## config.mk

```make
export PLATFORM = sky130hd
export DESIGN_NAME = fracn_div_ctrl
export DESIGN_NICKNAME = d
export VERILOG_FILES = /design/src/rtl/fracn_pkg.sv /design/src/rtl/fracn_dsm_acc.sv /design/src/rtl/fracn_mod_sel.sv /design/src/rtl/fracn_period_cnt.sv /design/src/rtl/fracn_div_ctrl.sv
export SDC_FILE = /design/constraint.sdc
export NUM_CORES = 1
export LEC_CHECK = 0
export ABC_AREA = 0
export BUFFER_PORTS_ARGS = -buffer_cell sky130_fd_sc_hd__buf_2
export CAP_MARGIN = 15
export CORE_UTILIZATION = 60
export CTS_BUF_LIST = sky130_fd_sc_hd__clkbuf_8
export CTS_CLUSTER_SIZE = 25
export DETAILED_ROUTE_END_ITERATION = 8
export MAX_ROUTING_LAYER = met4
export PLACE_DENSITY = 0.88
export RECOVER_POWER = 100
export SLEW_MARGIN = 10
export SYNTH_ARGS = -nofsm -noshare
export SYNTH_HDL_FRONTEND = slang
export SYNTH_SLANG_ARGS = --single-unit
```

## constraint.sdc

```tcl
create_clock -name clk -period 9 [get_ports clk]
set_input_delay 0.9 -clock clk [delete_from_list [all_inputs] [get_ports clk]]
set_output_delay 0.9 -clock clk [all_outputs]
set_load 0.05 [all_outputs]
```

## src/rtl/fracn_pkg.sv

```systemverilog
package fracn_pkg;
  // Default geometry of the divider controller.
  localparam int unsigned DEF_INT_W     = 7;
  localparam int unsigned DEF_FRAC_W    = 18;
  localparam int unsigned DEF_MOD_FLOOR = 4;

  // Mode in which a period was started.
  typedef enum logic {
    MODE_INTEGER    = 1'b0,
    MODE_FRACTIONAL = 1'b1
  } fracn_mode_e;
endpackage

```

## src/rtl/fracn_dsm_acc.sv

```systemverilog
module fracn_dsm_acc #(
  parameter int unsigned FRAC_W = 18,
  localparam int unsigned ACC_W = FRAC_W + 1
) (
  input  logic              clk,
  input  logic              rst_n,
  input  logic              step,
  input  logic              enable,
  input  logic [FRAC_W-1:0] frac_part,
  output logic              carry
);
  logic [ACC_W-1:0] acc_q;
  logic [ACC_W:0]   acc_sum;

  // Increment carries the implied half step as a fixed-one LSB.
  function automatic logic [ACC_W:0] add_step(input logic [ACC_W-1:0] acc,
                                              input logic [FRAC_W-1:0] f);
    return {1'b0, acc} + {1'b0, f, 1'b1};
  endfunction

  assign acc_sum = add_step(acc_q, frac_part);
  assign carry   = rst_n & enable & acc_sum[ACC_W];

  always_ff @(posedge clk) begin
    if (!rst_n) begin
      acc_q <= '0;
    end else if (step) begin
      acc_q <= enable ? acc_sum[ACC_W-1:0] : '0;
    end
  end
endmodule

```

## src/rtl/fracn_mod_sel.sv

```systemverilog
module fracn_mod_sel #(
  parameter int unsigned INT_W     = 7,
  parameter int unsigned MOD_FLOOR = 4,
  localparam int unsigned MOD_W    = INT_W + 1
) (
  input  logic [INT_W-1:0] int_part,
  input  logic             carry,
  output logic [MOD_W-1:0] next_mod
);
  logic [MOD_W-1:0] base_mod;

  function automatic logic [MOD_W-1:0] raise_to_floor(input logic [INT_W-1:0] v);
    if ({1'b0, v} < MOD_W'(MOD_FLOOR)) return MOD_W'(MOD_FLOOR);
    return {1'b0, v};
  endfunction

  generate
    if (MOD_FLOOR > 0) begin : g_floor
      assign base_mod = raise_to_floor(int_part);
    end else begin : g_plain
      assign base_mod = {1'b0, int_part};
    end
  endgenerate

  assign next_mod = base_mod + MOD_W'(carry);
endmodule

```

## src/rtl/fracn_period_cnt.sv

```systemverilog
module fracn_period_cnt #(
  parameter int unsigned MOD_W = 8
) (
  input  logic             clk,
  input  logic             rst_n,
  input  logic [MOD_W-1:0] load_mod,
  output logic             period_end,
  output logic [MOD_W-1:0] mod_q
);
  logic [MOD_W-1:0] remain_q;

  assign period_end = rst_n && (remain_q == '0);

  always_ff @(posedge clk) begin
    if (!rst_n || remain_q == '0) begin
      remain_q <= load_mod - 1'b1;
      mod_q    <= load_mod;
    end else begin
      remain_q <= remain_q - 1'b1;
    end
  end
endmodule

```

## src/rtl/fracn_div_ctrl.sv

```systemverilog
module fracn_div_ctrl
  import fracn_pkg::*;
#(
  parameter int unsigned INT_W     = DEF_INT_W,
  parameter int unsigned FRAC_W    = DEF_FRAC_W,
  parameter int unsigned MOD_FLOOR = DEF_MOD_FLOOR,
  localparam int unsigned MOD_W    = INT_W + 1
) (
  input  logic              clk,
  input  logic              rst_n,
  input  logic [INT_W-1:0]  int_part,
  input  logic [FRAC_W-1:0] frac_part,
  input  logic              dsm_en,
  output logic              fb_pulse,
  output logic [MOD_W-1:0]  cur_modulus
);
  // Named internal events, visible to the bound checker.
  logic             period_end;
  logic             dsm_carry;
  logic [MOD_W-1:0] next_mod;
  fracn_mode_e      mode_now;

  assign mode_now = dsm_en ? MODE_FRACTIONAL : MODE_INTEGER;

  fracn_dsm_acc #(.FRAC_W(FRAC_W)) u_acc (
    .clk       (clk),
    .rst_n     (rst_n),
    .step      (period_end),
    .enable    (mode_now == MODE_FRACTIONAL),
    .frac_part (frac_part),
    .carry     (dsm_carry)
  );

  fracn_mod_sel #(.INT_W(INT_W), .MOD_FLOOR(MOD_FLOOR)) u_sel (
    .int_part (int_part),
    .carry    (dsm_carry),
    .next_mod (next_mod)
  );

  fracn_period_cnt #(.MOD_W(MOD_W)) u_cnt (
    .clk        (clk),
    .rst_n      (rst_n),
    .load_mod   (next_mod),
    .period_end (period_end),
    .mod_q      (cur_modulus)
  );

  assign fb_pulse = period_end;
endmodule

```

==> impl_metrics.json <==
{
  "outcome": "completed",
  "worstMarginPinSlew_ns": 1.35,
  "cts_tree": "built",
  "fill_cells": 285,
  "hold_violations": 0,
  "pwr-share-clk_pct": 36.6,
  "core_area_um2": 3420,
  "rows": 21,
  "ys.flop_type": "dfxtp_1",
  "postCtsSetupBuffers": 0,
  "synth_edf_count": 8,
  "crit_type": "input pin to flip-flop",
  "total_leakage_power_uw": 0.00106,
  "n_antenna_cell": 0,
  "via_count": 1814,
  "cp_data_arrival_time_ns": 4.65,
  "syn-instance-count": 236,
  "combPwrFrac_pct": 17.0,
  "synth_area_per_cell_um2": 9.27,
  "worst_setup_path_start_kind": "input pin",
  "grt_first_pass_wirelength_um": 7290,
  "hold_buffers": 0,
  "portBuffers": 36,
  "ios": 37,
  "endpoint_kind": "flip-flop",
  "die_area_um2": 3890,
  "via_per_inst": 5.60,
  "cap_violations": 0,
  "synthArstFlopShare_pct": 0,
  "layout_common_cells": "32 x nand2_1, 28 x o21ai_0, 27 x dfxtp_1",
  "fmax_mhz": 223,
  "nets": 327,
  "instances_no_fill": 324,
  "min_path_type": "flip-flop to flip-flop",
  "die_h_um": 62.4,
  "tns_ns": 0,
  "start_util_pct": 64.0,
  "setup_viol": 0,
  "drive_above_1_share_pct": 14.0,
  "clk_latency_ns": 0.30,
  "fp.dieW_um": 62.4,
  "htreeDepth": 2,
  "final_antenna_net_count": 0,
  "slew_headroom_pct": 9.35,
  "synth_top_area_cell": "dfxtp_1",
  "synth_seq_cells": 35,
  "dp.cells": 316,
  "syn_to_final_growth_pct": 13.6,
  "p_switching_uw": 105,
  "antenna_found_initial": 0,
  "power_density_nw_per_um2": 155,
  "wirelength_um": 4370,
  "cts_root_buf": "clkbuf_8",
  "path_clk_slew_ns": 0.07,
  "ys.warnings.count": 0,
  "cp_max_fo": 19,
  "first_pass_iters": 4,
  "p_sw_share_pct": 27.3,
  "maxSlewViolCount": 0,
  "fin_ws_ns": 4.52,
  "syn-cell-area_um2": 2190,
  "gp_congestion": 0.815,
  "pre_cts_slack_ns": 4.78,
  "cts_made_buffers": 5,
  "seqPwrFrac_pct": 46.4,
  "dpl.hpwl_um": 3340,
  "wl_per_cell_um": 13.5,
  "finClkSkew_ns": 0.00635,
  "whs_ns": 0.465,
  "synth_nets": 286,
  "cp.required_ns": 9.17,
  "overflow": 0,
  "ys_types": 45,
  "drc_errors": 0,
  "grt_setup_unrepaired": "no",
  "grt_max_degree": 20,
  "seq_area_frac_synth_pct": 35.7,
  "synthTopCellsByArea": "dfxtp_1 25%, ha_1 12%, edfxtp_1 11%",
  "track_usage_pct": 24.6,
  "post-route-min-period_ns": 4.48,
  "layout_commonest_cell": "nand2_1",
  "p_int_uw": 280,
  "drt-initial-drc-count": 90,
  "irDropWorstVdd_v": 0.000108,
  "cts_resized": 0,
  "clk_path_buf_depth": 2,
  "yosysTopAreaCellShare_pct": 24.7,
  "finalCritPeriodShare_pct": 49.7,
  "cts_sinks": 35,
  "grt_pass1_vias": 1699
}
power groups by stage:
stage | logic (uW) | registers, uW | clock network (uW)
after floorplan | 42.3 | 189 | 0
after global placement | 65.8 | 182 | 0
after detailed placement | 67.6 | 182 | 0
after CTS | 68.5 | 179 | 144
after global routing | 71.6 | 180 | 149
final | 65.3 | 179 | 141
layer usage:
layer	wire length [um]	vias up	part of all wire, %	global-route usage (%)
met3	211	4	4.8	6.57
met2	2020	39	46	39.6
met1	2100	824	48	29.8
met5	0	-	0	-
li1	-	947	-	-
met4	38	0	0.87	8.72
through the flow:
step / total power (uW) / utilization, % / instance area [um^2]
6_report: 385 / 72.7 / 2480
5_1_grt: 401 / 72.7 / 2480
4_1_cts: 391 / 74.1 / 2530
3_5_place_dp: 250 / 70.8 / 2420
3_3_place_gp: 247 / 70.8 / 2420
2_1_floorplan: 231 / - / 2190
flip-flops by register name, summed over array words and instances (netlist names):
signal          flops
u_cnt.remain_q      8
u_cnt.mod_q         8
u_acc.acc_q        19
kinds of logic after synthesis:
| group | after synthesis | share of synthesized area [%] |
|---|---|---|
| AO/OA/AOI/OAI | 70 | 19.9 |
| XOR/XNOR | 27 | 10.8 |
| buffers and inverters | 9 | 2.12 |
| adder cells (fa/ha/maj) | 22 | 12.9 |
| flip-flops | 35 | 35.7 |
| multiplexers | 7 | 3.26 |
| AND/OR/NAND/NOR | 66 | 15.3 |
synthesized netlist by cell type (2+ instances only):
| cell | n |
|---|---|
| nand2_1 | 32 |
| dfxtp_1 | 27 |
| o21ai_0 | 27 |
| ha_1 | 21 |
| xnor2_1 | 17 |
| a21oi_1 | 14 |
| xor2_1 | 10 |
| nand3_1 | 9 |
| edfxtp_1 | 8 |
| a21o_1 | 7 |
| inv_1 | 6 |
| mux2i_1 | 6 |
| nor2_1 | 6 |
| o21bai_1 | 4 |
| and3_1 | 3 |
| nor2b_1 | 3 |
| o31ai_1 | 3 |
| a22oi_1 | 2 |
| a31oi_1 | 2 |
| clkbuf_1 | 2 |
| nor2_4 | 2 |
| nor4_1 | 2 |
area by class of cell:
cell class | instances | area, um^2 | share of cell area, %
Sequential cell | 35 | 781 | 31.4
Clock buffer | 5 | 68.8 | 2.77
Clock inverter | 3 | 43.8 | 1.76
Multi-Input combinational cell | 192 | 1340 | 53.9
Inverter | 7 | 27.5 | 1.11
Tap cell | 46 | 57.6 | 2.32
Timing Repair Buffer | 36 | 166 | 6.70
critical path, stage by stage:
cell and delay [ns]:
clkbuf_1 0.19, inv_1 0.12, nor2_1 1.04, clkinvlp_2 1.16, a22oi_1 0.63, and3_1 0.30
nand3_1 0.12, xor2_1 0.18
worst paths after layout:
check,start,end,slack [ns],cells after the start
setup / recovery,rst_n,u_cnt.remain_q[6],4.52,8
hold / removal,u_acc.acc_q[15],u_acc.acc_q[15],0.47,2
setup reg to reg,u_cnt.remain_q[0],u_cnt.remain_q[6],4.88,8
hold reg to reg,u_acc.acc_q[15],u_acc.acc_q[15],0.47,2
(Power assumes the default switching activity.)
